===== config.mk =====
export PLATFORM = sky130hd
export DESIGN_NAME = vol_ramp_atten
export DESIGN_NICKNAME = d
export VERILOG_FILES = /design/src/rtl/vra_pkg.sv /design/src/rtl/vra_level_ramp.sv /design/src/rtl/vra_gain_stage.sv /design/src/rtl/vol_ramp_atten.sv
export SDC_FILE = /design/constraint.sdc
export NUM_CORES = 2
export LEC_CHECK = 0
export ABC_CLOCK_PERIOD_IN_PS = 37800
export BUFFER_PORTS_ARGS = -buffer_cell sky130_fd_sc_hd__buf_2
export CAP_MARGIN = 0
export CORE_UTILIZATION = 61
export DETAILED_ROUTE_END_ITERATION = 8
export PLACE_DENSITY = 0.83
export SYNTH_ARGS = -nofsm -noshare
export SYNTH_HDL_FRONTEND = slang
export SYNTH_SLANG_ARGS = --single-unit

===== constraint.sdc =====
create_clock -name clk -period 37.8 [get_ports clk]
set_input_delay 7.56 -clock clk [delete_from_list [all_inputs] [get_ports clk]]
set_output_delay 7.56 -clock clk [all_outputs]
set_load 0.05 [all_outputs]

===== src/rtl/vra_pkg.sv =====
package vra_pkg;

  localparam int NUM_CH = 2;

  typedef enum logic [1:0] {
    STEP_HOLD = 2'd0,
    STEP_UP   = 2'd1,
    STEP_DOWN = 2'd2
  } step_e;

endpackage


===== src/rtl/vra_level_ramp.sv =====
module vra_level_ramp
  import vra_pkg::*;
#(
  parameter int LEVEL_W = 10
) (
  input  logic               clk,
  input  logic               rst_n,
  input  logic               frame_stb,
  input  logic [LEVEL_W-1:0] target,
  output logic [LEVEL_W-1:0] level,
  output logic               step_up,
  output logic               step_dn
);

  step_e dir;

  always_comb begin
    dir = STEP_HOLD;
    if (level < target)      dir = STEP_UP;
    else if (level > target) dir = STEP_DOWN;
  end

  assign step_up = frame_stb && (dir == STEP_UP);
  assign step_dn = frame_stb && (dir == STEP_DOWN);

  always_ff @(posedge clk) begin
    if (!rst_n)       level <= '1;
    else if (step_up) level <= level + LEVEL_W'(1);
    else if (step_dn) level <= level - LEVEL_W'(1);
  end

  logic [LEVEL_W:0] lvl_x;
  assign lvl_x = {1'b0, level};


  level_step_chk: assert property (@(posedge clk) disable iff (!rst_n)
    frame_stb |=> (lvl_x == $past(lvl_x)) ||
                  (lvl_x == $past(lvl_x) + (LEVEL_W+1)'(1)) ||
                  (lvl_x + (LEVEL_W+1)'(1) == $past(lvl_x)));


  level_idle_chk: assert property (@(posedge clk) disable iff (!rst_n)
    !frame_stb |=> $stable(level));


  level_dir_chk: assert property (@(posedge clk) disable iff (!rst_n)
    (frame_stb && (level < target)) |=> (level > $past(level)));


  level_settled_chk: assert property (@(posedge clk) disable iff (!rst_n)
    (frame_stb && (level == target)) |=> $stable(level));

endmodule


===== src/rtl/vra_gain_stage.sv =====
module vra_gain_stage #(
  parameter int SAMPLE_W = 24,
  parameter int LEVEL_W  = 10
) (
  input  logic                       clk,
  input  logic                       rst_n,
  input  logic                       load,
  input  logic signed [SAMPLE_W-1:0] sample_in,
  input  logic        [LEVEL_W-1:0]  level,
  output logic signed [SAMPLE_W-1:0] sample_out
);

  localparam int PROD_W = SAMPLE_W + LEVEL_W + 1;
  localparam int FULL   = (1 << LEVEL_W) - 1;

  // Linear gain: product over full scale, Verilog signed division truncates toward zero.
  function automatic logic signed [SAMPLE_W-1:0] scale(
    input logic signed [SAMPLE_W-1:0] s,
    input logic        [LEVEL_W-1:0]  lv
  );
    logic signed [PROD_W-1:0] p;
    logic signed [PROD_W-1:0] q;
    p = PROD_W'(s) * $signed(PROD_W'(lv));
    q = p / $signed(PROD_W'(FULL));
    return q[SAMPLE_W-1:0];
  endfunction

  logic signed [SAMPLE_W-1:0] scaled;
  assign scaled = scale(sample_in, level);

  always_ff @(posedge clk) begin
    if (!rst_n)    sample_out <= '0;
    else if (load) sample_out <= scaled;
  end


  unity_gain_chk: assert property (@(posedge clk) disable iff (!rst_n)
    (load && (level == LEVEL_W'(FULL))) |=> (sample_out == $past(sample_in)));


  zero_gain_chk: assert property (@(posedge clk) disable iff (!rst_n)
    (load && (level == '0)) |=> (sample_out == '0));


  out_hold_chk: assert property (@(posedge clk) disable iff (!rst_n)
    !load |=> $stable(sample_out));

endmodule


===== src/rtl/vol_ramp_atten.sv =====
module vol_ramp_atten
  import vra_pkg::*;
#(
  parameter int SAMPLE_W = 24,
  parameter int LEVEL_W  = 10
) (
  input  logic                       clk,
  input  logic                       rst_n,
  input  logic                       frame_stb,
  input  logic signed [SAMPLE_W-1:0] in_left,
  input  logic signed [SAMPLE_W-1:0] in_right,
  input  logic                       req_wr,
  input  logic        [LEVEL_W-1:0]  req_left,
  input  logic        [LEVEL_W-1:0]  req_right,
  input  logic                       req_mute,
  input  logic                       mute_pin,
  output logic signed [SAMPLE_W-1:0] out_left,
  output logic signed [SAMPLE_W-1:0] out_right,
  output logic        [LEVEL_W-1:0]  level_left,
  output logic        [LEVEL_W-1:0]  level_right
);

  logic [NUM_CH-1:0][LEVEL_W-1:0]  req_in;
  logic [NUM_CH-1:0][LEVEL_W-1:0]  req_q;
  logic [NUM_CH-1:0][LEVEL_W-1:0]  target;
  logic [NUM_CH-1:0][LEVEL_W-1:0]  level;
  logic [NUM_CH-1:0][SAMPLE_W-1:0] smp_in;
  logic [NUM_CH-1:0][SAMPLE_W-1:0] smp_out;
  logic [NUM_CH-1:0]               step_up;
  logic [NUM_CH-1:0]               step_dn;
  logic                            mute_q;
  logic                            muted;

  assign req_in[0] = req_left;
  assign req_in[1] = req_right;
  assign smp_in[0] = in_left;
  assign smp_in[1] = in_right;

  always_ff @(posedge clk) begin
    if (!rst_n)      mute_q <= 1'b0;
    else if (req_wr) mute_q <= req_mute;
  end

  assign muted = mute_pin | mute_q;

  for (genvar ch = 0; ch < NUM_CH; ch++) begin : g_ch
    logic signed [SAMPLE_W-1:0] gain_out;

    always_ff @(posedge clk) begin
      if (!rst_n)      req_q[ch] <= '1;
      else if (req_wr) req_q[ch] <= req_in[ch];
    end

    assign target[ch] = muted ? '0 : req_q[ch];

    vra_level_ramp #(.LEVEL_W(LEVEL_W)) i_ramp (
      .clk      (clk),
      .rst_n    (rst_n),
      .frame_stb(frame_stb),
      .target   (target[ch]),
      .level    (level[ch]),
      .step_up  (step_up[ch]),
      .step_dn  (step_dn[ch])
    );

    vra_gain_stage #(.SAMPLE_W(SAMPLE_W), .LEVEL_W(LEVEL_W)) i_gain (
      .clk       (clk),
      .rst_n     (rst_n),
      .load      (frame_stb),
      .sample_in ($signed(smp_in[ch])),
      .level     (level[ch]),
      .sample_out(gain_out)
    );

    assign smp_out[ch] = gain_out;


    mute_ramp_chk: assert property (@(posedge clk) disable iff (!rst_n)
      (frame_stb && muted && (level[ch] != '0)) |=> (level[ch] == $past(level[ch]) - LEVEL_W'(1)));


    mute_floor_chk: assert property (@(posedge clk) disable iff (!rst_n)
      (muted && (level[ch] == '0)) |=> (level[ch] == '0));
  end


  step_excl_chk: assert property (@(posedge clk) disable iff (!rst_n)
    (step_up & step_dn) == '0);

  assign out_left    = $signed(smp_out[0]);
  assign out_right   = $signed(smp_out[1]);
  assign level_left  = level[0];
  assign level_right = level[1];

endmodule


# Word level (Yosys, flattened, before mapping)
# Index checks and enable logic that the tools add are counted.
# word_totals
reg_bits,89
inputBits,74
out_inout_bits,68
wordCells,40
# classes
n_addsub,4
mul,2
n_div,2
n_lt_le_gt_ge,4
n_eq_ne,4
n_mux,10
bitwise_logic,1
n_reduce_logical,6
# op_table
operator,n
"35-bit by 11-bit divider with 35-bit output, second input constant",2
24-bit by 11-bit multiplier with 35-bit output,2
10-bit two-way mux,6
"10-bit by 1-bit adder with 10-bit output, second input constant",2
10-bit > comparator,2
10-bit < comparator,2
"10-bit by 1-bit subtractor with 10-bit output, second input constant",2
2-bit two-way mux,4
"2-bit by 1-bit equality test with 1-bit output, second input constant",2
"2-bit equality test, second input constant",2
1-bit logical AND,4
2-bit nonzero test,2
1-bit OR,1

# Depth between registers and ports, before layout
# depth
ltp_word,9
depth_mapped,112
ltp_nobuf,92

# Modules after synthesis
# A second synthesis with hierarchy kept.
# hier_totals
hier_cells,5822
hier_area_um2,44447.6
# modules_own_cells
module,instances,cells_each,area_per_inst_um2,seq_area_each_um2
vra_gain_stage (g_ch[0].i_gain),1,2740,20931.3,480.5
vra_gain_stage (g_ch[1].i_gain),1,2739,20412.1,480.5
vra_level_ramp,2,126,1097.3,200.2
vol_ramp_atten,1,91,909.6,420.4

# Worst setup path before layout
# No wires, ideal clock.
# synth_timing
path_kind,input port to flip-flop
startpoint,input port in_right[23]
endpoint,register g_ch[1].i_gain.sample_out[22]
setup_ns,0.117
arrival_ns,32.303
t_required_ns,37.683
slack_ns,5.379
path_stages,102
n_path_buf,13
path_cell_list,clkbuf_1 and2_1 fa_1 inv_1 fa_1 fa_1 inv_1 fa_1 fa_1 ha_1 buf_2 a21oi_1 o21bai_1 a21o_1 a2111oi_0 or3b_1 a21oi_2 buf_2 (+66 left out) or2_1 maj3_1 xnor2_1 a311oi_1 o221a_2 and3_4 nand2_1 and2_1 ha_1 and2_2 nand3_1 nor2_1 inv_1 nor2_1 a21oi_1 xnor2_1 mux2i_1 nor2b_1
# synth_between
elab_chain_len,2
# synth_lines
item,line,text
"start, declared",vol_ramp_atten.sv:11,"input logic signed [SAMPLE_W-1:0] in_right,"
24-bit by 11-bit multiplier with 35-bit output,vra_gain_stage.sv:23,p = PROD_W'(s) * $signed(PROD_W'(lv));
35-bit by 11-bit divider with 35-bit output,vra_gain_stage.sv:24,q = p / $signed(PROD_W'(FULL));
"end signal, assigned",vra_gain_stage.sv:33,else if (load) sample_out <= scaled;
"end, declared",vra_gain_stage.sv:10,output logic signed [SAMPLE_W-1:0] sample_out
# Every way passes these cells.
# A chain may end at the register's enable or synchronous reset.

# Worst setup path after layout
# layout_timing
startpoint,input port in_left[8]
endpoint,register g_ch[0].i_gain.sample_out[22]
# layout_between
elab_chain_len,2
# layout_lines
item,line,text
"start, declared",vol_ramp_atten.sv:10,"input logic signed [SAMPLE_W-1:0] in_left,"
24-bit by 11-bit multiplier with 35-bit output,vra_gain_stage.sv:23,
35-bit by 11-bit divider with 35-bit output,vra_gain_stage.sv:24,
"end signal, assigned",vra_gain_stage.sv:33,
"end, declared",vra_gain_stage.sv:10,
# Every way passes these cells.

==> results.toml <==
[timing]
hold_viol = 0
worstMarginPinSlew_ns = 1.23
setup_viol = 0
fin_crit_ns = 35.90
finClkSkew_ns = 0.0136
max-slew-margin-rel_pct = 17.8
rsz0062_at_grt = "no"
fin_setup_tns_ns = 0
fin_crit_sh_pct = 95.0
drv_slew = 0
fmax_ghz = 0.0279

[global_route]
track_usage_pct = 35.0
grt_pass1_vias = 42100
grt_max_degree = 91
antenna_found_initial = 12
grt_pass1_wl_mm = 210
gr-total-overflow = 0

[logic_synthesis]
synthCells = 5784
async_reset_ff_share_pct = 0
synth_edf_count = 0
yosysSeqAreaShare_pct = 4.12
syn_area_mm2 = 0.0433
ys.flop_type = "dfxtp_1"
synth_area_per_cell_um2 = 7.48
synth_cell_type_count = 153
synth-seq-cells = 89
yosysWarnings = 0
synth_nets = 6474

[critical_path]
end_kind = "flop"
worst-path-buf-inv = 4
path_common_cell = "nand2_1"
required_ns = 38.10
critical_path_arrival_ns = 36.20
cp_max_fo = 10
path_class = "in2reg"
crit_path_top_delay_cell = "or4b_1"
cp_top_family = "compound AO/OA/AOI/OAI gates"
start_kind = "primary input"
cpPeakStageDelay_ns = 0.67

[routing]
num_vias = 44600
drt_pass1_iterations = 9
vias_per_cell = 6.65
first_iter_violations = 4716
post-route-drc-count = 0
wl_per_cell_um = 19.0
ant_nets = 0
wl_mm = 127

[place]
hpwl_mm = 102
place.gp.congestion = 0.985
numPortBuffers = 141

[floorplanning]
die_x_um = 268
die_area_mm2 = 0.0720
io_pins = 142
core_mm2 = 0.0701
start_util_pct = 61.7
rows = 97
die_h_um = 268

[clock_tree]
cts_sinks = 89
ctsHoldBuffers = 0
cts_max_path_buffers = 2
clock_latency_ns = 0.41
root_buffer = "clkbuf_16"
h-tree-depth = 3
cts_tree = "done"
path_clk_slew_ns = 0.07
cts_buffers = 9

[final_layout]
area_delta_synth_final_pct = 3.94
drive_above_1_share_pct = 8.33
nets = 6437
fillCellCount = 6241

[hold_path]
min_path_type = "reg2reg"

[run]
maxCapViolCount = 0

[run_status]
status = "completed"
-- per-stage QoR --
step                hold WS [ns]  utilization (%)  worst slack, ns  std cells  cell area (µm²)
floorplan                  0.433                -             5.38       5784            43300
global placement           0.442             63.3             1.33       6668            44400
detailed placement         0.440             63.3            0.357       6668            44400
CTS                        0.450             63.7            0.727       6684            44700
global route               0.461             64.1           0.0122       6694            45000
finish                     0.449             64.1             1.90       6699            45000
-- cell type report --
cell class | instances | area, µm² | area share, %
sequential | 89 | 1780 | 3.96
timing repair buffer | 196 | 1130 | 2.52
tap | 940 | 1180 | 2.61
clock inverter | 6 | 75.1 | 0.167
inverter | 560 | 2100 | 4.67
clock buffer | 10 | 239 | 0.531
multi-input combinational | 4891 | 38500 | 85.5
antenna | 7 | 17.5 | 0.0389
-- worst register-to-register path, delay by kind of cell (launching register included) --
family / cells / cell delay, ns
and+or+nand+nor: 36 / 11.03
muxes: 2 / 0.41
buffers and inverters: 5 / 0.45
AOI/OAI and AO/OA: 35 / 11.82
DFF: 1 / 1.14
xor gates and xnor gates: 5 / 1.22
adders and majority gates: 8 / 3.61
-- path summary, 6_finish.rpt --
path	to	depth (start not counted)	start	slack (ns)
max reg2reg	g_ch[1].i_gain.sample_out[20]$_SDFFE_PN0P_	91	g_ch[1].i_ramp.level[7]$_SDFFE_PN1P_	8.00
min	g_ch[1].i_gain.sample_out[3]$_SDFFE_PN0P_	2	g_ch[1].i_gain.sample_out[3]$_SDFFE_PN0P_	0.45
max	g_ch[0].i_gain.sample_out[22]$_SDFFE_PN0P_	85	in_left[8]	1.90
min reg2reg	g_ch[1].i_gain.sample_out[3]$_SDFFE_PN0P_	2	g_ch[1].i_gain.sample_out[3]$_SDFFE_PN0P_	0.45
-- layout by cell type, fill, tap and decap left out, types with 54 or more instances in the layout --
cell type,n
a211oi_1,80
a21o_1,75
a21oi_1,295
a31oi_1,103
and2_1,331
and3_1,80
buf_2,140
buf_4,55
dfxtp_1,89
fa_1,420
ha_1,196
inv_1,560
mux2i_1,69
nand2_1,674
nand3_1,167
nand4_1,77
nor2_1,346
nor2b_1,65
nor3_1,169
nor4_1,54
o211ai_1,86
o21ai_0,213
o21ai_1,55
xnor2_1,184
xor2_1,87
-- timing repair --
| item | 4_1_cts | 5_1_grt |
|---|---|---|
| resized for setup | 0 | 35 |
| buffers inserted | 0 | 8 |
| setup endpoints to repair | 0 | 48 |
-- metal layers --
metal / track usage [%] / vias up / routed length [µm]
met5: 0 / - / 96
met4: 8.42 / 16 / 2630
met3: 5.63 / 253 / 11700
met2: 55.8 / 2133 / 57200
met1: 49.4 / 21500 / 55900
li1: - / 20700 / -
-- cell families (layout without fill, tap and decap cells) --
logic type / after synthesis / after routing / synth area share [%]
buffers and inverters: 804 / 772 / 7.50
AO/OA/AOI/OAI: 1562 / 1562 / 26.4
AND/OR/NAND/NOR: 2328 / 2328 / 28.5
adder cells (fa/ha/maj): 621 / 621 / 25.2
other: 0 / 7 / 0
multiplexers: 97 / 97 / 2.37
flip-flops: 89 / 89 / 4.12
XOR/XNOR: 283 / 283 / 5.94
-- state kept, by name (all words and copies together), names as in the netlist --
register                cells
g_ch.i_gain.sample_out     48
g_ch.i_ramp.level          20
mute_q                      1
req_q                      20
-- synthesized netlist by cell type (47+ instances only) --
master,instances,area [µm²]
nand4_1,77,482
a21o_1,76,571
or3_1,52,325
nor4_1,55,344
and2_1,332,2080
xnor2_1,186,1630
fa_1,420,8410
nand2_1,674,2530
and3_1,80,500
nor3_1,175,876
o21a_1,50,375
clkbuf_1,155,582
ha_1,196,2450
o21ai_1,55,275
a31oi_1,103,644
dfxtp_1,89,1780
o211ai_1,86,646
nand2b_1,47,294
xor2_1,88,771
a21oi_1,296,1480
nand3_1,167,836
a211oi_1,81,608
nor2_1,346,1300
o21ai_0,213,1070
inv_1,560,2100
nor2b_1,65,407
mux2i_1,71,711
Power is left out: the tool's default activity adds up to more than one toggle a clock period on the data nets, which glitch-free logic cannot reach.
